[config.mk]
export PLATFORM = sky130hd
export DESIGN_NAME = page_xlate_table
export DESIGN_NICKNAME = d
export VERILOG_FILES = /design/src/rtl/ptt_pkg.sv /design/src/rtl/ptt_store.sv /design/src/rtl/ptt_vcheck.sv /design/src/rtl/ptt_xlate.sv /design/src/rtl/page_xlate_table.sv
export SDC_FILE = /design/constraint.sdc
export NUM_CORES = 2
export LEC_CHECK = 0
export ABC_CLOCK_PERIOD_IN_PS = 3900
export BUFFER_PORTS_ARGS = -buffer_cell sky130_fd_sc_hd__buf_4
export CORE_ASPECT_RATIO = 0.75
export CORE_UTILIZATION = 34
export CTS_CLUSTER_SIZE = 8
export DETAILED_ROUTE_END_ITERATION = 8
export PLACE_DENSITY_LB_ADDON = 0.2
export SYNTH_ARGS = -nofsm -noshare
export SYNTH_HDL_FRONTEND = slang
export SYNTH_SLANG_ARGS = --single-unit
export TNS_END_PERCENT = 1
[constraint.sdc]
create_clock -name clk -period 3.9 [get_ports clk]
set_input_delay 0.585 -clock clk [delete_from_list [all_inputs] [get_ports clk]]
set_output_delay 0.585 -clock clk [all_outputs]
set_load 0.02 [all_outputs]
[src/rtl/ptt_pkg.sv]
package ptt_pkg;

    localparam int ENTRY_W = 16;

    typedef logic [ENTRY_W-1:0] entry_t;

    typedef enum logic [2:0] {
        OP_NONE  = 3'd0,
        OP_READ  = 3'd1,
        OP_WRITE = 3'd2,
        OP_MAP   = 3'd3,
        OP_UNMAP = 3'd4
    } reg_op_e;

    typedef enum logic [1:0] {
        ST_OK       = 2'd0,
        ST_BADADDR  = 2'd1,
        ST_UNMAPPED = 2'd2
    } xl_status_e;

    function automatic entry_t clear_enable(entry_t e, int en_pos);
        entry_t r;
        r = e;
        r[en_pos] = 1'b0;
        return r;
    endfunction

endpackage

[src/rtl/ptt_store.sv]
module ptt_store
    import ptt_pkg::*;
#(
    parameter int NUM_ENT    = 64,
    parameter int PFN_W      = 9,
    parameter int PAGE_SHIFT = 12,
    parameter int PA_W       = 32,
    parameter int RIDX_W     = 8,
    localparam int IDX_W     = (NUM_ENT > 1) ? $clog2(NUM_ENT) : 1
) (
    input  logic              clk,
    input  logic              rst,
    input  reg_op_e           op,
    input  logic [RIDX_W-1:0] idx,
    input  logic [PA_W-1:0]   wdata,
    output entry_t            rdata,
    input  logic [IDX_W-1:0]  lk_idx,
    output logic [PFN_W:0]    lk_word
);

    entry_t            ent [NUM_ENT];
    logic              in_rng;
    logic [IDX_W-1:0]  widx;
    entry_t            map_word;
    logic              unused_wdata;

    assign in_rng = (int'(idx) < NUM_ENT);
    assign widx   = idx[IDX_W-1:0];
    assign unused_wdata = ^wdata;

    always_comb begin
        map_word = '0;
        map_word[PFN_W-1:0] = wdata[PAGE_SHIFT +: PFN_W];
        map_word[PFN_W]     = 1'b1;
    end

    always_ff @(posedge clk) begin
        if (rst) begin
            for (int i = 0; i < NUM_ENT; i++) ent[i] <= '0;
        end else if (in_rng) begin
            case (op)
                OP_WRITE: ent[widx] <= wdata[ENTRY_W-1:0];
                OP_MAP:   ent[widx] <= map_word;
                OP_UNMAP: ent[widx] <= clear_enable(ent[widx], PFN_W);
                default:  ;
            endcase
        end
    end

    always_ff @(posedge clk) begin
        if (rst) begin
            rdata <= '0;
        end else if (op == OP_READ) begin
            rdata <= in_rng ? ent[widx] : '0;
        end
    end

    always_comb begin
        if (int'(lk_idx) < NUM_ENT) lk_word = ent[lk_idx][PFN_W:0];
        else                        lk_word = '0;
    end

endmodule

[src/rtl/ptt_vcheck.sv]
module ptt_vcheck #(
    parameter int              VA_W       = 32,
    parameter int              PAGE_SHIFT = 12,
    parameter int              NUM_ENT    = 64,
    parameter logic [VA_W-1:0] VBASE      = 32'hA000_0000,
    localparam int             IDX_W      = (NUM_ENT > 1) ? $clog2(NUM_ENT) : 1
) (
    input  logic [VA_W-1:0]  va,
    output logic             ok,
    output logic [IDX_W-1:0] idx
);

    logic [VA_W-1:0] off;
    logic [VA_W-1:0] pg;
    logic            aligned;
    logic            in_win;

    assign off     = va - VBASE;
    assign pg      = off >> PAGE_SHIFT;
    assign aligned = (va[PAGE_SHIFT-1:0] == '0);
    assign in_win  = (va >= VBASE) && (pg < VA_W'(NUM_ENT));
    assign ok      = aligned && in_win;
    assign idx     = pg[IDX_W-1:0];

endmodule

[src/rtl/ptt_xlate.sv]
module ptt_xlate
    import ptt_pkg::*;
#(
    parameter int              PFN_W      = 9,
    parameter int              PAGE_SHIFT = 12,
    parameter int              PA_W       = 32,
    parameter logic [PA_W-1:0] MEM_BASE   = 32'hBE00_0000
) (
    input  logic            clk,
    input  logic            rst,
    input  logic            req,
    input  logic            addr_ok,
    input  logic [PFN_W:0]  word,
    output logic            rsp_valid,
    output xl_status_e      rsp_status,
    output logic [PA_W-1:0] rsp_pa
);

    typedef struct packed {
        xl_status_e      st;
        logic [PA_W-1:0] pa;
    } xl_res_t;

    xl_res_t         nxt;
    logic [PA_W-1:0] pfn_ext;

    assign pfn_ext = PA_W'(word[PFN_W-1:0]);

    always_comb begin
        nxt = '{st: ST_OK, pa: '0};
        if (!addr_ok)          nxt.st = ST_BADADDR;
        else if (!word[PFN_W]) nxt.st = ST_UNMAPPED;
        else                   nxt.pa = MEM_BASE + (pfn_ext << PAGE_SHIFT);
    end

    always_ff @(posedge clk) begin
        if (rst) begin
            rsp_valid  <= 1'b0;
            rsp_status <= ST_OK;
            rsp_pa     <= '0;
        end else begin
            rsp_valid  <= req;
            rsp_status <= req ? nxt.st : ST_OK;
            rsp_pa     <= req ? nxt.pa : '0;
        end
    end

endmodule

[src/rtl/page_xlate_table.sv]
module page_xlate_table
    import ptt_pkg::*;
#(
    parameter int              NUM_ENT    = 64,
    parameter int              PFN_W      = 9,
    parameter int              PAGE_SHIFT = 12,
    parameter int              VA_W       = 32,
    parameter int              PA_W       = 32,
    parameter int              RIDX_W     = 8,
    parameter int              FLAG_W     = 4,
    parameter logic [VA_W-1:0] VBASE      = 32'hA000_0000,
    parameter logic [PA_W-1:0] MEM_BASE   = 32'hBE00_0000,
    localparam int             IDX_W      = (NUM_ENT > 1) ? $clog2(NUM_ENT) : 1
) (
    input  logic              clk,
    input  logic              rst,
    input  logic [2:0]        reg_op,
    input  logic [RIDX_W-1:0] reg_idx,
    input  logic [PA_W-1:0]   reg_wdata,
    output logic [15:0]       reg_rdata,
    input  logic              lk_valid,
    input  logic [VA_W-1:0]   lk_va,
    output logic              rsp_valid,
    output logic [1:0]        rsp_status,
    output logic [PA_W-1:0]   rsp_pa,
    output logic [FLAG_W-1:0] rsp_flags
);

    logic             va_ok;
    logic [IDX_W-1:0] va_idx;
    logic [PFN_W:0]   lk_word;
    entry_t           rd_word;
    xl_status_e       st;

    ptt_vcheck #(
        .VA_W(VA_W), .PAGE_SHIFT(PAGE_SHIFT), .NUM_ENT(NUM_ENT), .VBASE(VBASE)
    ) u_vchk (
        .va(lk_va), .ok(va_ok), .idx(va_idx)
    );

    ptt_store #(
        .NUM_ENT(NUM_ENT), .PFN_W(PFN_W), .PAGE_SHIFT(PAGE_SHIFT),
        .PA_W(PA_W), .RIDX_W(RIDX_W)
    ) u_store (
        .clk(clk), .rst(rst), .op(reg_op_e'(reg_op)), .idx(reg_idx),
        .wdata(reg_wdata), .rdata(rd_word), .lk_idx(va_idx), .lk_word(lk_word)
    );

    ptt_xlate #(
        .PFN_W(PFN_W), .PAGE_SHIFT(PAGE_SHIFT), .PA_W(PA_W), .MEM_BASE(MEM_BASE)
    ) u_xl (
        .clk(clk), .rst(rst), .req(lk_valid), .addr_ok(va_ok), .word(lk_word),
        .rsp_valid(rsp_valid), .rsp_status(st), .rsp_pa(rsp_pa)
    );

    assign reg_rdata  = rd_word;
    assign rsp_status = st;
    assign rsp_flags  = '0;

endmodule

==> impl_metrics.prom <==
# TYPE chip_impl_metric gauge
chip_impl_metric{name="grt_max_degree",unit=""} 65
chip_impl_metric{name="syn_avg_cell_area",unit="um^2"} 12.89
chip_impl_metric{name="post_synth_edffs",unit=""} 1024
chip_impl_metric{name="timing.final.crit_period",unit="ns"} 3.457
chip_impl_info{name="worstPathCellList",value="buf_8 > nor2b_2 > a22oi_1 > o221ai_1 > a22o_1 > buf_12 > nor4_1 > and2_2 > buf_12 > buf_4 > nor3_1"} 1
chip_impl_metric{name="numClockSinks",unit=""} 1053
chip_impl_metric{name="fin_tns_setup",unit="ns"} 0
chip_impl_metric{name="layout.filler_cells",unit=""} 14300
chip_impl_metric{name="power_density",unit="nW/um^2"} 460.7
chip_impl_metric{name="postLayoutSetupSlackWorst",unit="ns"} 0.4434
chip_impl_metric{name="setup_viol",unit=""} 0
chip_impl_metric{name="leakagePower",unit="nW"} 21.36
chip_impl_metric{name="route.final.wire_length",unit="um"} 242900
chip_impl_metric{name="proportion_of_synthesized_chip_area_in_sequential_cells",unit=""} 0.5931
chip_impl_metric{name="place_ws",unit="ns"} -0.1826
chip_impl_metric{name="slew_headroom",unit=""} 0.1263
chip_impl_metric{name="cts.path.max_buffers",unit=""} 3
chip_impl_metric{name="area_of_the_mapped_netlist",unit="um^2"} 52820
chip_impl_metric{name="fraction_of_layout_cells_with_a_size_suffix_above_1",unit=""} 0.2726
chip_impl_metric{name="worst-r2r-cell-count",unit=""} 10
chip_impl_info{name="grt_setup_unrepaired",value="false"} 1
chip_impl_metric{name="power_switching_share",unit=""} 0.2692
chip_impl_metric{name="gate_count_of_the_mapped_netlist",unit=""} 4097
chip_impl_metric{name="critical_path.max_fanout",unit=""} 30
chip_impl_info{name="setup.worst_path.end_class",value="flip-flop"} 1
chip_impl_metric{name="die_area",unit="um^2"} 157000
chip_impl_metric{name="wire_per_inst",unit="um"} 37.20
chip_impl_info{name="synthMostInstantiatedCell",value="edfxtp_1"} 1
chip_impl_metric{name="horiz_die_dim",unit="um"} 457.1
chip_impl_metric{name="finalHoldViolations",unit=""} 0
chip_impl_info{name="path_common_cell",value="buf_12"} 1
chip_impl_metric{name="post-cts-setup-buffer-count",unit=""} 0
chip_impl_info{name="synthFlopType",value="edfxtp_1"} 1
chip_impl_metric{name="die_h",unit="um"} 343.4
chip_impl_info{name="timing_worst_setup_path_type",value="input pin to flip-flop"} 1
chip_impl_metric{name="final.hold.worst_slack",unit="ns"} 0.07952
chip_impl_metric{name="instances_no_fill",unit=""} 6530
chip_impl_metric{name="intPower",unit="mW"} 21.43
chip_impl_metric{name="cap_violations",unit=""} 0
chip_impl_metric{name="residual_antenna_violating_net_count_after_detailed_routing",unit=""} 0
chip_impl_metric{name="min_path_cells",unit=""} 2
chip_impl_metric{name="cp_data_required_time",unit="ns"} 4.50
chip_impl_info{name="synth_largest_area_cell",value="edfxtp_1"} 1
chip_impl_metric{name="synthesis.yosys.warnings",unit=""} 0
chip_impl_metric{name="route.detailed.drc",unit=""} 0
chip_impl_metric{name="power.net_switching",unit="mW"} 7.894
chip_impl_metric{name="clkPwrFrac",unit=""} 0.423
chip_impl_metric{name="floorplan.initialDensity",unit=""} 0.3446
chip_impl_metric{name="placed_wire_length_estimate",unit="um"} 163700
chip_impl_metric{name="num_vias",unit=""} 42470
chip_impl_metric{name="final.period_utilization",unit=""} 0.8863
chip_impl_metric{name="placement.io_buffers",unit=""} 100
chip_impl_metric{name="layout.core_utilization",unit=""} 0.4153
chip_impl_metric{name="synth.ff_latch_count",unit=""} 1053
chip_impl_metric{name="synth-async-reset-ratio",unit=""} 0
chip_impl_metric{name="globalRouteTotalUtil",unit=""} 0.3046
chip_impl_info{name="root_cell_of_the_clock_tree",value="clkbuf_16"} 1
chip_impl_metric{name="numPlacedInstances",unit=""} 6284
chip_impl_info{name="crit_slowest_cell",value="nor2b_2"} 1
chip_impl_info{name="setup.worst_path.start_class",value="input pin"} 1
chip_impl_metric{name="grt_overflow",unit=""} 0
chip_impl_metric{name="worst_ir_drop_vdd",unit="V"} 0.0004685
chip_impl_metric{name="drtIter0Drc",unit=""} 7235
chip_impl_metric{name="crit_cells",unit=""} 11
chip_impl_metric{name="via_count_of_the_first_global_routing_pass",unit=""} 39950
chip_impl_metric{name="grt_pass1_wl",unit="um"} 332000
chip_impl_info{name="min-delay-path-class",value="input pin to flip-flop"} 1
chip_impl_info{name="cts_tree",value="yes"} 1
chip_impl_metric{name="worstPathBufferInverterCount",unit=""} 4
chip_impl_info{name="most_area_consuming_cells_after_synthesis",value="edfxtp_1 (58%), mux4_2 (8.8%), nor3_1 (5.7%)"} 1
chip_impl_metric{name="post_cts_resize_count",unit=""} 0
chip_impl_info{name="run_status",value="finished, final reports clean"} 1
chip_impl_metric{name="final_max_slew_viol_count",unit=""} 0
chip_impl_info{name="synthTopCellsByCount",value="edfxtp_1 (1,024), nor3_1 (599), nor2_1 (408)"} 1
chip_impl_metric{name="holdBufCountCts",unit=""} 0
chip_impl_info{name="path_delay_family",value="simple AND/OR/NAND/NOR gates"} 1
chip_impl_metric{name="yosys_top_cell_area_share",unit=""} 0.5821
chip_impl_metric{name="antenna_found_initial",unit=""} 20
chip_impl_metric{name="syn_to_final_growth",unit="%"} 20.52
chip_impl_metric{name="fin_worst_skew",unit="ns"} 0.04682
chip_impl_metric{name="htree_levels",unit=""} 4
chip_impl_metric{name="cpPeakStageDelay",unit="ns"} 0.99
chip_impl_metric{name="clkSlewWorstSetupHoldPaths",unit="ns"} 0.06
chip_impl_metric{name="placeableCoreArea",unit="um^2"} 153300
chip_impl_metric{name="synth_cell_types",unit=""} 74
chip_impl_metric{name="gpl.final_weighted_congestion",unit=""} 0.9955
chip_impl_metric{name="layout.nets",unit=""} 4499
chip_impl_metric{name="power_frac_seq",unit=""} 0.451
chip_impl_metric{name="worst-slew-pin-transition",unit="ns"} 1.311
chip_impl_metric{name="drt-pass1-iter-count",unit=""} 6
chip_impl_metric{name="viasPerCell",unit=""} 6.504
chip_impl_metric{name="fmax",unit="GHz"} 0.2893
chip_impl_metric{name="comb_power_share",unit=""} 0.126
chip_impl_metric{name="cts_buffers",unit=""} 150
chip_impl_metric{name="fp-row-count",unit=""} 124
chip_impl_metric{name="clock_insertion_delay_worst_skew",unit="ns"} 0.82
chip_impl_metric{name="cp_data_arrival_time",unit="ns"} 4.06
chip_impl_metric{name="design.portCount",unit=""} 133
cell usage in the layout (no fill, tap or decap), types with 8 or more instances in the layout:
cell	synthesis	routed
a221oi_1	237	237
a22o_1	26	26
nor3b_1	10	9
and3b_1	11	11
mux2i_1	58	58
mux2_2	72	72
nor4_1	9	9
buf_4	57	551
nand3_1	38	38
and3_2	0	9
a31oi_1	15	15
nor2b_1	15	8
and2_1	18	8
edfxtp_1	1024	1024
conb_1	1	21
a21oi_1	106	106
and3_1	17	8
nand3b_1	47	47
o22ai_1	74	74
or3b_2	30	30
clkbuf_1	214	73
mux4_2	207	207
a221o_1	28	28
nand2b_1	77	77
nor2_1	408	406
nand2_1	137	136
a22oi_1	75	75
dfxtp_1	29	29
o21ai_0	46	46
a21oi_2	30	30
clkbuf_16	0	151
nor3_1	599	598
o22a_1	13	13
o211ai_1	8	8
o2bb2ai_1	10	10
buf_12	0	115
and2_2	0	8
logic make-up after synthesis:
family / Yosys count / synth area share
AO/OA/AOI/OAI: 728 / 0.1055
flip-flops: 1053 / 0.5931
buffers and inverters: 528 / 0.05138
multiplexers: 339 / 0.1150
AND/OR/NAND/NOR: 1447 / 0.1347
adder cells (fa/ha/maj): 1 / 0.0002368
other: 1 / 0.00007099
state kept, by name, indices dropped and copies added, names as in the netlist:
signal,cells
u_store.rdata,16
u_xl.rsp_status,2
u_store.ent,1024
u_xl.rsp_valid,1
u_xl.rsp_pa,10
final cells by class:
type,count,area [um^2],area share
flip-flops and latches,1053,31330,0.4921
multi-input cells,2536,18970,0.2979
repair buffers,671,6509,0.1022
clock buffers,224,4053,0.06366
well taps,2016,2522,0.03962
clock inverters,16,231.5,0.003636
inverters,8,36.28,0.0005700
diodes,6,15.01,0.0002358
power groups by stage:
| stage | combinational, mW | sequential, mW | clock, mW |
|---|---|---|---|
| after floorplan | 1.76 | 13.3 | 0 |
| after global placement | 3.56 | 13.4 | 0 |
| after detailed placement | 3.57 | 13.4 | 0 |
| after CTS | 3.58 | 13.2 | 12.5 |
| after global routing | 3.74 | 13.3 | 12.9 |
| final | 3.70 | 13.2 | 12.4 |
stage by stage:
step	area (um^2)	total power, mW
finish	63660	29.33
global route	63650	29.89
CTS	63650	29.26
detailed placement	59360	17.00
global placement	59360	16.97
floorplan	52900	15.08
per-layer routing:
metal	part of all wire	vias up	track usage
li1	-	16810	-
met1	0.39	21700	0.4227
met2	0.41	3382	0.4279
met3	0.15	562	0.1026
met4	0.046	12	0.1380
met5	0.00035	-	0
path summary, 6_finish.rpt:
path | start | end | slack, ns
worst max-delay path | reg_idx[1] | u_store.ent[36][2] | 0.44
worst max register to register | u_store.ent[17][2] | u_store.ent[36][2] | 0.67
worst min register to register | u_store.rdata[3] | u_store.rdata[3] | 0.46
worst min-delay path | lk_valid | u_xl.rsp_valid | 0.08
Note: power is estimated with default switching activity, not from simulation.
